--- config.mk ---
export PLATFORM = sky130hd
export DESIGN_NAME = sdclk_divider
export DESIGN_NICKNAME = d
export VERILOG_FILES = /design/src/rtl/sdclk_pkg.sv /design/src/rtl/sdclk_div_reg.sv /design/src/rtl/sdclk_div_sel.sv /design/src/rtl/sdclk_wave_gen.sv /design/src/rtl/sdclk_divider.sv
export SDC_FILE = /design/constraint.sdc
export NUM_CORES = 1
export LEC_CHECK = 0
export BUFFER_PORTS_ARGS = -buffer_cell sky130_fd_sc_hd__buf_2
export CORE_MARGIN = 1
export CORE_UTILIZATION = 55
export CTS_CLUSTER_SIZE = 25
export DETAILED_ROUTE_END_ITERATION = 8
export PLACE_DENSITY = 0.73
export SYNTH_ARGS = -nofsm -noshare
export SYNTH_HDL_FRONTEND = slang
export SYNTH_SLANG_ARGS = --single-unit
--- constraint.sdc ---
create_clock -name clk -period 9.8 [get_ports clk]
set_input_delay 0 -clock clk [delete_from_list [all_inputs] [get_ports clk]]
set_output_delay 0 -clock clk [all_outputs]
set_load 0.01 [all_outputs]
--- src/rtl/sdclk_pkg.sv ---
package sdclk_pkg;

    typedef enum logic {
        CLK_MODE_IDENT = 1'b0,
        CLK_MODE_DATA  = 1'b1
    } clk_mode_e;

    // The stored value is the period minus this offset
    localparam int unsigned DIV_OFFSET = 2;

endpackage

--- src/rtl/sdclk_div_reg.sv ---
module sdclk_div_reg #(
    parameter int unsigned DIV_W   = 11,
    parameter int unsigned RST_DIV = 623
) (
    input  logic             clk,
    input  logic             rst_n,
    input  logic             wr,
    input  logic [DIV_W-1:0] wdata,
    output logic [DIV_W-1:0] div_val
);

    logic [DIV_W-1:0] div_d, div_q;

    always_comb begin
        div_d = div_q;
        if (wr) begin
            div_d = wdata;
        end
    end

    always_ff @(posedge clk) begin
        if (!rst_n) begin
            div_q <= DIV_W'(RST_DIV);
        end else begin
            div_q <= div_d;
        end
    end

    assign div_val = div_q;

endmodule

--- src/rtl/sdclk_div_sel.sv ---
module sdclk_div_sel
    import sdclk_pkg::*;
#(
    parameter int unsigned DIV_W     = 11,
    parameter int unsigned DATA_BITS = 3
) (
    input  logic [DIV_W-1:0] div_val,
    input  clk_mode_e        mode,
    input  logic             slow_card,
    output logic [DIV_W:0]   total
);

    logic [DIV_W-1:0] trunc_val;
    logic [DIV_W-1:0] eff_val;

    // Data-mode view of the divider: only the low bits survive
    generate
        if (DATA_BITS < DIV_W) begin : g_trunc
            assign trunc_val = {{(DIV_W-DATA_BITS){1'b0}}, div_val[DATA_BITS-1:0]};
        end else begin : g_full
            assign trunc_val = div_val;
        end
    endgenerate

    always_comb begin
        if ((mode == CLK_MODE_DATA) && !slow_card) begin
            eff_val = trunc_val;
        end else begin
            eff_val = div_val;
        end
        total = {1'b0, eff_val} + (DIV_W+1)'(DIV_OFFSET);
    end

endmodule

--- src/rtl/sdclk_wave_gen.sv ---
module sdclk_wave_gen #(
    parameter int unsigned CNT_W     = 12,
    parameter int unsigned RESET_TOT = 625
) (
    input  logic             clk,
    input  logic             rst_n,
    input  logic [CNT_W-1:0] next_tot,
    output logic             card_clk,
    output logic             rise_stb
);

    localparam logic [CNT_W-1:0] RST_TOT_V = CNT_W'(RESET_TOT);
    localparam logic [CNT_W-1:0] RST_LOW_V = RST_TOT_V - (RST_TOT_V >> 1);

    typedef struct packed {
        logic [CNT_W-1:0] cnt;
        logic [CNT_W-1:0] tot;
        logic [CNT_W-1:0] low;
        logic             ck;
        logic             stb;
    } wave_t;

    wave_t s_d, s_q;
    logic  wrap;

    always_comb begin
        s_d  = s_q;
        wrap = (s_q.cnt == (s_q.tot - CNT_W'(1)));
        if (wrap) begin
            // Period boundary: the only point where a new setting is adopted
            s_d.cnt = '0;
            s_d.tot = next_tot;
            s_d.low = next_tot - (next_tot >> 1);
            s_d.ck  = 1'b0;
        end else begin
            s_d.cnt = s_q.cnt + CNT_W'(1);
            s_d.ck  = (s_d.cnt >= s_q.low);
        end
        s_d.stb = s_d.ck & ~s_q.ck;
    end

    always_ff @(posedge clk) begin
        if (!rst_n) begin
            s_q.cnt <= '0;
            s_q.tot <= RST_TOT_V;
            s_q.low <= RST_LOW_V;
            s_q.ck  <= 1'b0;
            s_q.stb <= 1'b0;
        end else begin
            s_q <= s_d;
        end
    end

    assign card_clk = s_q.ck;
    assign rise_stb = s_q.stb;

endmodule

--- src/rtl/sdclk_divider.sv ---
module sdclk_divider
    import sdclk_pkg::*;
#(
    parameter int unsigned DIV_W     = 11,
    parameter int unsigned DATA_BITS = 3,
    parameter int unsigned RST_DIV   = 623
) (
    input  logic             clk,
    input  logic             rst_n,
    input  logic             div_wr,
    input  logic [DIV_W-1:0] div_wdata,
    input  logic             data_mode,
    input  logic             slow_card,
    output logic             card_clk,
    output logic             clk_en
);

    localparam int unsigned CNT_W     = DIV_W + 1;
    localparam int unsigned RESET_TOT = RST_DIV + DIV_OFFSET;

    logic [DIV_W-1:0] div_val;
    logic [CNT_W-1:0] total;
    clk_mode_e        mode;

    assign mode = clk_mode_e'(data_mode);

    sdclk_div_reg #(
        .DIV_W   (DIV_W),
        .RST_DIV (RST_DIV)
    ) u_reg (
        .clk     (clk),
        .rst_n   (rst_n),
        .wr      (div_wr),
        .wdata   (div_wdata),
        .div_val (div_val)
    );

    sdclk_div_sel #(
        .DIV_W     (DIV_W),
        .DATA_BITS (DATA_BITS)
    ) u_sel (
        .div_val   (div_val),
        .mode      (mode),
        .slow_card (slow_card),
        .total     (total)
    );

    sdclk_wave_gen #(
        .CNT_W     (CNT_W),
        .RESET_TOT (RESET_TOT)
    ) u_wave (
        .clk      (clk),
        .rst_n    (rst_n),
        .next_tot (total),
        .card_clk (card_clk),
        .rise_stb (clk_en)
    );

endmodule

## Word level (Yosys, flattened, before mapping)

Cells that the tools add are included.

- Flip-flop bits (word level): 49
- Bits in latches: 0
- RAM bits: 0
- ROM bits: 0
- Bits of input ports: 16
- Output and inout bits: 2
- Logic and storage cells: 20
- Memories kept: 0

- Add/sub/neg operators: 4
- $mul: 0
- Divide/modulo/power cells: 0
- $lt $le $gt $ge: 1
- Equality and inequality tests: 1
- Shift operators: 0
- Multiplexer cells: 2
- Bitwise gates (word level): 3
- Reduce and logical (&&, ||, !) cells: 3

Operators with widths:

| cell | number |
|---|---|
| 11-bit by 2-bit adder with 12-bit output (second input constant) | 1 |
| 12-bit by 1-bit adder with 12-bit output (second input constant) | 1 |
| 12-bit equality test | 1 |
| 12-bit >= comparator | 1 |
| 12-bit by 1-bit subtractor with 12-bit output (second input constant) | 1 |
| 12-bit by 11-bit subtractor with 12-bit output | 1 |
| 11-bit two-way mux | 1 |
| 1-bit inverter | 2 |
| 2-bit OR reduction | 1 |
| 1-bit AND | 1 |
| 1-bit logical AND | 1 |
| 1-bit zero test | 1 |
| 1-bit two-way mux | 1 |

## Logic depth before layout (Yosys ltp)

Gate-level depths: netlist of the first run.

- Depth after elaboration: 5
- Gate-level depth with buffers: 14
- Gate-level depth less buffers: 13

## Modules after synthesis

Synthesis of the first run repeated with hierarchy kept, for this count alone.

- Cell total of the unflattened synthesis: 375
- Area total of the unflattened synthesis: 3198.1 um^2

By module, submodules not included:

| module | times used | cells an instance | area an instance (um^2) | sequential area each (um^2) |
|---|---|---|---|---|
| sdclk_wave_gen | 1 | 302 | 2563.7 | 760.7 |
| sdclk_div_reg | 1 | 35 | 396.6 | 220.2 |
| sdclk_div_sel | 1 | 38 | 237.7 | 0.0 |

## Worst setup path before layout of the first run

No wires, ideal clock.

- Path kind: flip-flop to flip-flop
- Start point: reg u_reg.div_q[2], in the netlist u_reg.div_val[2]
- End point: reg u_wave.s_q[12] (netlist bit)
- Library setup time: 0.122 ns
- Arrival time: 2.939 ns
- Data required time: 9.678 ns
- Slack: 6.739 ns
- Stages on the path, launching flop included: 14
- Buffers on the path: 1
- Clock period less this slack: 3.061 ns
- Cell sequence: dfxtp_1 > ha_1 > nand3_1 > xor2_1 > or2_2 > clkbuf_1 > ha_1 > nand2_1 > o21ai_0 > a21boi_0 > o22ai_1 > nand3_1 > and4_1 > o311a_1

- Cells in the longest elaborated chain, start to end: 3

RTL lines:

| item | RTL line | source |
|---|---|---|
| from (decl) | sdclk_div_reg.sv:12 | `logic [DIV_W-1:0] div_d, div_q;` |
| from (signal assigned) | sdclk_div_reg.sv:23 | `div_q <= DIV_W'(RST_DIV);` |
| from (signal assigned) | sdclk_div_reg.sv:25 | `div_q <= div_d;` |
| 11-bit two-way mux | sdclk_div_sel.sv:26 | `if ((mode == CLK_MODE_DATA) && !slow_card) begin` |
| 11-bit by 2-bit adder with 12-bit output | sdclk_div_sel.sv:31 | `total = {1'b0, eff_val} + (DIV_W+1)'(DIV_OFFSET);` |
| 12-bit by 11-bit subtractor with 12-bit output | sdclk_wave_gen.sv:33 | `s_d.low = next_tot - (next_tot >> 1);` |
| to (decl) | sdclk_wave_gen.sv:23 | `wave_t s_d, s_q;` |

No other way between the ends.
A chain may end at the register's enable or synchronous reset.

## Final worst setup path of the first run

- Start point: reg u_wave.s_q[14] (netlist bit)
- End point: reg u_wave.s_q, in the netlist u_wave.rise_stb

- Cells in the longest elaborated chain, start to end: 4

RTL lines:

| item | RTL line | source |
|---|---|---|
| 12-bit by 1-bit subtractor with 12-bit output | sdclk_wave_gen.sv:28 | `wrap = (s_q.cnt == (s_q.tot - CNT_W'(1)));` |
| 12-bit equality test | sdclk_wave_gen.sv:28 |  |
| 1-bit two-way mux | sdclk_wave_gen.sv:29 | `if (wrap) begin` |
| 1-bit AND | sdclk_wave_gen.sv:39 | `s_d.stb = s_d.ck & ~s_q.ck;` |

No other way between the ends.

==> impl_metrics.env, run 1 <==
export IMPL_worst_slew_pin_slew_ps=1020
export IMPL_cp_end_kind="flop"
export IMPL_ioPinCount=18
export IMPL_maxSlewViolCount=0
export IMPL_clock_skew_final_ps=4.72
export IMPL_first_pass_iters=4
export IMPL_status="complete, no violations"
export IMPL_nFillCells=482
export IMPL_final_nets=443
export IMPL_multi_input_area_um2=2130
export IMPL_cp_arrival_ps=3730
export IMPL_power_switching_uw=123
export IMPL_power_density_nw_per_um2=119
export IMPL_ys_seq_area_frac=0.299
export IMPL_crit_path_start="u_wave.s_q[14]$_SDFFE_PN1N_"
export IMPL_synth_area_leaders="dfxtp_1 (30%), ha_1 (8.8%), xnor2_1 (6.1%)"
export IMPL_post_place_ws_ps=6270
export IMPL_drtIter0Drc=87
export IMPL_syn_area_um2=3280
export IMPL_drv_cap=0
export IMPL_synth_cell_type_count=65
export IMPL_setup_violations=0
export IMPL_slew_headroom=0.318
export IMPL_synth_top_area_share=0.299
export IMPL_die_h_um=79.3
export IMPL_cts_buffer_depth=2
export IMPL_clk_pin_slew_ps=80
export IMPL_drc=0
export IMPL_syn_nets=425
export IMPL_crit_path_max_fanout=43
export IMPL_start_kind="flop"
export IMPL_period_minus_slack_ps=3530
export IMPL_core_um2=5640
export IMPL_cts_sinks=49
export IMPL_postRouteAntennaNets=0
export IMPL_place_congestion=0.846
export IMPL_syn_inst=386
export IMPL_peakVddDrop_mv=0.0902
export IMPL_p_clk_frac=0.283
export IMPL_diodes=0
export IMPL_synthToLayoutAreaGrowth_pct=8.95
export IMPL_rows=27
export IMPL_yosys_cell_count_top_type="dfxtp_1"
export IMPL_vias=2723
export IMPL_p_sw_frac=0.289
export IMPL_grt_max_degree=44
export IMPL_power_frac_seq=0.492
export IMPL_synth_warnings=0
export IMPL_r2r_start="u_wave.s_q[14]$_SDFFE_PN1N_"
export IMPL_finalPower_uw=425
export IMPL_synthTopCellsByCount="dfxtp_1 (49), nor2_1 (35), nand2_1 (34), inv_1 (25)"
export IMPL_p_leak_nw=1.62
export IMPL_wirelength_mm=6.84
export IMPL_antenna_found_initial=0
export IMPL_hold_class="input pin to flop"
export IMPL_wire_per_inst_um=14.4
export IMPL_h_tree_depth=2
export IMPL_fin_tns_setup_ps=0
export IMPL_start_util=0.582
export IMPL_grt_pass1_vias=2641
export IMPL_ys_ff_latch=49
export IMPL_comb_power_share=0.225
export IMPL_die_area_um2=6280
export IMPL_postCtsSetupBuffers=0
export IMPL_synth_flop_cell="dfxtp_1"
export IMPL_grt_pass1_wl_mm=11.9
export IMPL_internal_power_uw=302
export IMPL_cts_inserted_buffers=5
export IMPL_worstSetupPathType="flop to flop"
export IMPL_drt_vias_per_instance=5.72
export IMPL_clk_latency_ps=300
export IMPL_drive_above_1_share=0.0990
export IMPL_grtUsageTotal=0.242
export IMPL_yosysTopAreaCell="dfxtp_1"
export IMPL_die_width_um=79.3
export IMPL_final_setup_worst_slack_ps=6270
export IMPL_regArea_um2=981
export IMPL_hold_viol=0
export IMPL_cts_tree="done"
export IMPL_dp_hpwl_mm=5.05
export IMPL_root_buffer="clkbuf_8"
export IMPL_rsz0062_at_grt="false"
export IMPL_overflow=0
export IMPL_synth_edff_count=0
export IMPL_synthArstFlopShare=0
export IMPL_avgSynthCellArea_um2=8.51
export IMPL_min_period_over_period=0.360
export IMPL_fmax_ghz=0.283
export IMPL_worstPathRequired_ps=10000
export IMPL_io_buffers=17
export IMPL_worstHoldStart="rst_n"
==> power groups by stage <==
stage	combinational, mW	sequential (mW)	clock [mW]
6_report	0.0955	0.209	0.120
3_5_place_dp	0.0903	0.214	0
2_1_floorplan	0.0756	0.211	0
3_3_place_gp	0.0885	0.214	0
5_1_grt	0.106	0.210	0.131
4_1_cts	0.0946	0.209	0.123
==> worst max-delay path: stages, from the launching register on <==
cell,delay (ps)
dfxtp_1,380
inv_1,80
ha_1,250
or3b_1,410
or4b_1,470
o21ai_1,290
nand4_2,860
nand2_1,450
a21oi_1,90
nor2b_1,140
==> registers in the layout, indices dropped and copies added, names as in the netlist <==
signal           flops
u_wave.s_q          36
u_wave.card_clk      1
u_reg.div_val       11
u_wave.rise_stb      1
==> metal layers <==
metal,share of wire,GRT usage
met4,0.018,0.0964
met5,0,0
met2,0.49,0.430
met1,0.47,0.288
met3,0.021,0.0379
==> placed cells by master, fill, tap and decap left out, types with 2 or more instances in the layout <==
cell	netlist	routed
nor2_1	35	35
inv_1	25	25
xor2_1	16	16
or2_2	3	3
a211oi_1	5	5
o22ai_1	2	2
a21boi_0	2	2
o31ai_1	3	3
nand3_1	12	12
o2111ai_1	2	2
nor4_4	3	3
nand4_1	5	5
a21o_1	3	3
or4_1	2	2
o211ai_1	13	13
nand2_1	34	34
ha_1	23	23
and3_1	12	12
clkbuf_8	0	6
nor2b_1	8	8
or3_1	2	2
dfxtp_1	49	49
a21oi_1	14	14
nand2b_1	3	3
nor3_1	5	5
xnor2_1	23	23
o21ai_0	8	8
nor4_1	4	4
dlygate4sd3_1	0	11
mux2i_1	17	17
a31oi_1	5	5
buf_2	4	17
==> area by class of cell <==
cell class / count / area share
Inverter: 26 / 0.0273
Tap cell: 72 / 0.0252
Multi-Input combinational cell: 294 / 0.595
Timing Repair Buffer: 28 / 0.0545
Clock buffer: 7 / 0.0241
Sequential cell: 49 / 0.274
==> kinds of logic after synthesis <==
family,synth area share
fa+ha+maj,0.0876
mux,0.0552
compound gates,0.157
flops,0.299
simple gates,0.245
xor+xnor,0.104
buf+inv,0.0533
==> path summary, 6_finish.rpt <==
path	endpoint	slack (ps)	cells after the start
worst max-delay path	u_wave.rise_stb$_SDFF_PN0_	6270	9
worst min-delay path	u_reg.div_val[3]$_SDFFE_PN1P_	120	2
worst max register to register	u_wave.rise_stb$_SDFF_PN0_	6270	9
worst min register to register	u_wave.rise_stb$_SDFF_PN0_	420	1
==> per-stage QoR <==
stage | hold WS (ps) | area [µm²] | util | std cells
detailed placement | 218 | 3380 | 0.599 | 458
finish | 120 | 3580 | 0.634 | 476
CTS | 102 | 3580 | 0.634 | 476
global route | 134 | 3580 | 0.634 | 476
floorplan | 126 | 3280 | - | 386
global placement | 210 | 3380 | 0.599 | 458
==> repair_timing <==
action | 4_1_cts | 5_1_grt
resized for setup | 0 | 0
hold buffers | 11 | 0
endpoints found under the setup margin | 0 | 0
endpoints found under the hold margin | 11 | 0
Power figures use the tool's default switching activity.
==> run 2: changes to the inputs <==
==> constraint.sdc (replaced) <==
create_clock -name clk -period 3.6 [get_ports clk]
set_input_delay 0 -clock clk [delete_from_list [all_inputs] [get_ports clk]]
set_output_delay 0 -clock clk [all_outputs]
set_load 0.01 [all_outputs]
==> impl_metrics.env, run 2 (synthesis results as in run 1) <==
export IMPL_status="complete, no violations"
export IMPL_die_width_um=79.3
export IMPL_wirelength_mm=6.81
export IMPL_cts_sinks=49
export IMPL_fin_tns_setup_ps=0
export IMPL_h_tree_depth=2
export IMPL_dp_hpwl_mm=5.13
export IMPL_internal_power_uw=807
export IMPL_cts_buffer_depth=2
export IMPL_postCtsSetupBuffers=0
export IMPL_cp_end_kind="flop"
export IMPL_drive_above_1_share=0.108
export IMPL_antenna_found_initial=0
export IMPL_postRouteAntennaNets=0
export IMPL_root_buffer="clkbuf_8"
export IMPL_final_setup_worst_slack_ps=361
export IMPL_die_area_um2=6280
export IMPL_p_clk_frac=0.285
export IMPL_worstSetupPathType="flop to flop"
export IMPL_first_pass_iters=6
export IMPL_rsz0062_at_grt="false"
export IMPL_wire_per_inst_um=14.2
export IMPL_maxSlewViolCount=0
export IMPL_diodes=0
export IMPL_setup_violations=0
export IMPL_grtUsageTotal=0.244
export IMPL_cts_inserted_buffers=5
export IMPL_post_place_ws_ps=316
export IMPL_crit_path_max_fanout=8
export IMPL_worstPathRequired_ps=3840
export IMPL_place_congestion=0.794
export IMPL_cts_tree="done"
export IMPL_drtIter0Drc=85
export IMPL_layout_commonest_cell="dfxtp_1"
export IMPL_p_sw_frac=0.301
export IMPL_start_kind="flop"
export IMPL_period_minus_slack_ps=3240
export IMPL_power_switching_uw=348
export IMPL_finalPower_mw=1.15
export IMPL_p_leak_nw=1.64
export IMPL_use_met1=0.281
export IMPL_final_nets=445
export IMPL_io_buffers=17
export IMPL_grt_max_degree=30
export IMPL_fmax_ghz=0.309
export IMPL_met2_usage=0.456
export IMPL_overflow=0
export IMPL_power_frac_seq=0.492
export IMPL_grt_pass1_wl_mm=11.9
export IMPL_synthToLayoutAreaGrowth_pct=9.90
export IMPL_core_um2=5640
export IMPL_drt_vias_per_instance=5.64
export IMPL_power_density_nw_per_um2=320
export IMPL_hold_viol=0
export IMPL_slew_headroom=0.380
export IMPL_largest_register="u_wave.s_q"
export IMPL_hold_class="input pin to flop"
export IMPL_largest_reg_flops=36
export IMPL_drc=0
export IMPL_rrSetupSlack_ps=360
export IMPL_clk_latency_ps=310
export IMPL_vias=2700
export IMPL_worst_slew_pin_slew_ps=922
export IMPL_clk_pin_slew_ps=90
export IMPL_fin_util=0.640
export IMPL_cp_arrival_ps=3470
export IMPL_mostFrequentLayoutCells="dfxtp_1 (49), nor2_1 (35), nand2_1 (34), inv_1 (25)"
export IMPL_min_period_over_period=0.900
export IMPL_comb_power_share=0.223
export IMPL_peakVddDrop_mv=0.214
export IMPL_drv_cap=0
export IMPL_die_h_um=79.3
export IMPL_holdWs_ps=103
export IMPL_grt_pass1_vias=2627
export IMPL_rows=27
export IMPL_clock_skew_final_ps=6.21
export IMPL_start_util=0.582
export IMPL_grt_use_met3=0.0356
export IMPL_ioPinCount=18
export IMPL_grt_busiest_layer="met2"
==> run 2: layer usage <==
layer | up-vias | wire length [µm]
met2 | 34 | 3390
met5 | - | 0
met3 | 10 | 144
met1 | 1253 | 3150
met4 | 0 | 120
li1 | 1403 | -
==> run 2: final timing paths <==
path,to,cells after the start,from
hold / removal,u_reg.div_val[3]$_SDFFE_PN1P_,2,rst_n
hold reg to reg,u_wave.rise_stb$_SDFF_PN0_,1,u_wave.card_clk$_SDFF_PN0_
setup reg to reg,u_wave.s_q[13]$_SDFFE_PN0N_,11,u_reg.div_val[1]$_SDFFE_PN1P_
setup / recovery,u_wave.s_q[13]$_SDFFE_PN0N_,11,u_reg.div_val[1]$_SDFFE_PN1P_
==> run 2: through the flow <==
stage | area, µm² | instances
final | 3610 | 479
after global routing | 3610 | 479
after CTS | 3610 | 479
after detailed placement | 3410 | 460
after global placement | 3410 | 460
after floorplan | 3280 | 386
==> run 2: critical path, cell delays in order (launching register included) <==
cell,delay (ps)
dfxtp_1,480
ha_1,270
nand3_1,110
xor2_1,170
or2_2,340
ha_1,250
nor4_1,480
o2111ai_1,240
a41oi_2,260
nand2_1,100
or3_1,310
a31oi_1,160
==> run 2: power by group through the flow <==
stage                     registers (mW)  clock network [mW]  logic (mW)
after floorplan                    0.575                   0       0.206
after global placement             0.580                   0       0.243
after detailed placement           0.581                   0       0.245
after CTS                          0.568               0.338       0.255
after global routing               0.571               0.361       0.289
final                              0.569               0.329       0.257
==> run 2: timing repair <==
item	in CTS	in global routing
hold buffers	11	0
gates resized for setup	0	1
endpoints found under the hold margin	11	0
setup endpoints to repair	0	1
==> run 2: area by class of cell <==
cell class | instances | area [µm²]
inverter | 26 | 97.6
tap | 72 | 90.1
timing repair buffer | 30 | 223
sequential | 49 | 981
fill | 490 | 2030
clock inverter | 3 | 21.3
clock buffer | 5 | 68.8
multi-input combinational | 294 | 2130
==> run 3: changes to the inputs <==
--- a/config.mk
+++ b/config.mk
@@ -6,11 +6,12 @@
 export NUM_CORES = 1
 export LEC_CHECK = 0
 export BUFFER_PORTS_ARGS = -buffer_cell sky130_fd_sc_hd__buf_2
-export CORE_MARGIN = 1
+export CORE_MARGIN = 2
 export CORE_UTILIZATION = 55
 export CTS_CLUSTER_SIZE = 25
 export DETAILED_ROUTE_END_ITERATION = 8
 export PLACE_DENSITY = 0.73
+export RECOVER_POWER = 25
 export SYNTH_ARGS = -nofsm -noshare
 export SYNTH_HDL_FRONTEND = slang
 export SYNTH_SLANG_ARGS = --single-unit
==> impl_metrics.env, run 3 (synthesis results as in run 1) <==
export IMPL_grt_pass1_wl_mm=11.4
export IMPL_rsz0062_at_grt="false"
export IMPL_cts_inserted_buffers=5
export IMPL_worstSetupPathType="flop to flop"
export IMPL_largest_register="u_wave.s_q"
export IMPL_start_util=0.561
export IMPL_rows=28
export IMPL_h_tree_depth=2
export IMPL_drv_cap=0
export IMPL_status="complete, no violations"
export IMPL_drt_vias_per_instance=5.57
export IMPL_die_h_um=81.3
export IMPL_reg2regPathDepth=11
export IMPL_slowest_stage="dfxtp_1"
export IMPL_slew_headroom=0.146
export IMPL_ioPinCount=18
export IMPL_grtUsageTotal=0.221
export IMPL_grt_max_degree=30
export IMPL_rrSetupSlack_ps=380
export IMPL_drc=0
export IMPL_crit_family="simple AND/OR/NAND/NOR gates"
export IMPL_die_area_um2=6610
export IMPL_cp_common_cell="ha_1"
export IMPL_largest_reg_flops=36
export IMPL_vias=2683
export IMPL_postCtsSetupBuffers=0
export IMPL_dp_hpwl_mm=5.15
export IMPL_antenna_found_initial=0
export IMPL_overflow=0
export IMPL_crit_path_max_fanout=8
export IMPL_r2r_start="u_reg.div_val[1]$_SDFFE_PN1P_"
export IMPL_power_frac_seq=0.480
export IMPL_power_switching_uw=342
export IMPL_fin_tns_setup_ps=0
export IMPL_p_sw_frac=0.289
export IMPL_grt_pass1_vias=2539
export IMPL_final_nets=445
export IMPL_setup_violations=0
export IMPL_p_leak_nw=1.63
export IMPL_cp_arrival_ps=3460
export IMPL_postRouteAntennaNets=0
export IMPL_io_buffers=17
export IMPL_worst_slew_pin_slew_ps=1280
export IMPL_peakVddDrop_mv=0.194
export IMPL_cts_buffer_depth=2
export IMPL_drtIter0Drc=113
export IMPL_maxSlewViolCount=0
export IMPL_core_um2=5850
export IMPL_fin_area_um2=3610
export IMPL_start_kind="flop"
export IMPL_path_depth=11
export IMPL_comb_power_share=0.217
export IMPL_period_minus_slack_ps=3220
export IMPL_worstHoldStart="div_wr"
export IMPL_die_width_um=81.3
export IMPL_cts_tree="done"
export IMPL_wirelength_mm=6.79
export IMPL_clk_pin_slew_ps=90
export IMPL_diodes=0
export IMPL_place_congestion=0.838
export IMPL_wire_per_inst_um=14.1
export IMPL_cpPeakStageDelay_ps=480
export IMPL_hold_class="input pin to flop"
export IMPL_drive_above_1_share=0.101
export IMPL_layout_commonest_cell="dfxtp_1"
export IMPL_internal_power_uw=843
export IMPL_cp_end_kind="flop"
export IMPL_clk_latency_ps=300
export IMPL_min_period_over_period=0.895
export IMPL_worstPathRequired_ps=3840
export IMPL_cts_sinks=49
export IMPL_root_buffer="clkbuf_8"
export IMPL_crit_path_start="u_reg.div_val[1]$_SDFFE_PN1P_"
export IMPL_synthToLayoutAreaGrowth_pct=9.87
export IMPL_dpl_cell_area_um2=3400
export IMPL_mostFrequentLayoutCells="dfxtp_1 (49), nor2_1 (35), nand2_1 (34), inv_1 (25)"
export IMPL_fmax_ghz=0.310
export IMPL_hold_viol=0
export IMPL_final_setup_worst_slack_ps=377
export IMPL_crit_buf_inv=0
export IMPL_power_density_nw_per_um2=328
export IMPL_setup_worst_path_end="u_wave.s_q[13]$_SDFFE_PN0N_"
export IMPL_clock_skew_final_ps=7.30
export IMPL_post_place_ws_ps=315
export IMPL_worstPathCellList="ha_1, nand3_1, xor2_1, or2_2, ha_1, nor4_1, o2111ai_1, a41oi_2, nand2_1, or3_1, a31oi_1"
export IMPL_r2r_end="u_wave.s_q[13]$_SDFFE_PN0N_"
export IMPL_first_pass_iters=4
export IMPL_fin_util=0.617
export IMPL_p_clk_frac=0.303
run 3: changes by cell type in the layout (fill, tap and decap cells not counted), sizes merged:
cell,change
buf,-3
inv,-1
clkbuf,+5
clkinvlp,-1
run 3: worst min path at each step:
stage | end | slack [ps] | cells past startpoint
2_1_floorplan | u_reg.div_val[0]$_SDFFE_PN1P_ | 130 | 2
3_3_place_gp | u_reg.div_val[5]$_SDFFE_PN1P_ | 220 | 3
3_5_place_dp | u_reg.div_val[9]$_SDFFE_PN1P_ | 220 | 3
4_1_cts | u_reg.div_val[9]$_SDFFE_PN1P_ | 110 | 2
5_1_grt | u_reg.div_val[2]$_SDFFE_PN1P_ | 130 | 3
6_report | u_reg.div_val[2]$_SDFFE_PN1P_ | 120 | 3
run 3: area by class of cell:
class / instances / area (µm²)
Clock buffer: 7 / 96.3
Multi-Input combinational cell: 294 / 2130
Tap cell: 75 / 93.8
Inverter: 26 / 97.6
Sequential cell: 49 / 981
Clock inverter: 1 / 5.00
Timing Repair Buffer: 30 / 206
Fill cell: 494 / 2240
run 3: routing by layer:
metal	vias up	GRT usage	routed length, µm
met5	-	0	0
met4	0	0.0593	75
met3	8	0.0311	163
met2	36	0.396	3280
met1	1228	0.277	3280
li1	1411	-	-
run 3: metrics by stage:
stage | hold WS (ps) | instances | power (mW)
floorplan | 126 | 386 | 0.780
global placement | 215 | 463 | 0.825
detailed placement | 220 | 463 | 0.828
CTS | 106 | 482 | 1.19
global route | 135 | 482 | 1.25
finish | 122 | 482 | 1.18
run 3: what timing repair did:
action	in CTS	in global routing
endpoints found under the setup margin	0	1
resized for setup	0	1
hold endpoints to repair	11	0
hold buffers	11	0
run 3: worst reg2reg max path, cell delays in order, from the launching register on:
cell and delay, ps:
dfxtp_1 480, ha_1 270, nand3_1 110, xor2_1 170, or2_2 350, ha_1 250
nor4_1 480, o2111ai_1 240, a41oi_2 260, nand2_1 90, or3_1 300, a31oi_1 150
run 3: power groups by stage:
stage | logic [mW] | clock network (mW) | registers, mW
after detailed placement | 0.246 | 0 | 0.581
after floorplan | 0.206 | 0 | 0.575
after global placement | 0.244 | 0 | 0.581
after global routing | 0.293 | 0.385 | 0.571
after CTS | 0.256 | 0.366 | 0.569
final | 0.257 | 0.359 | 0.569
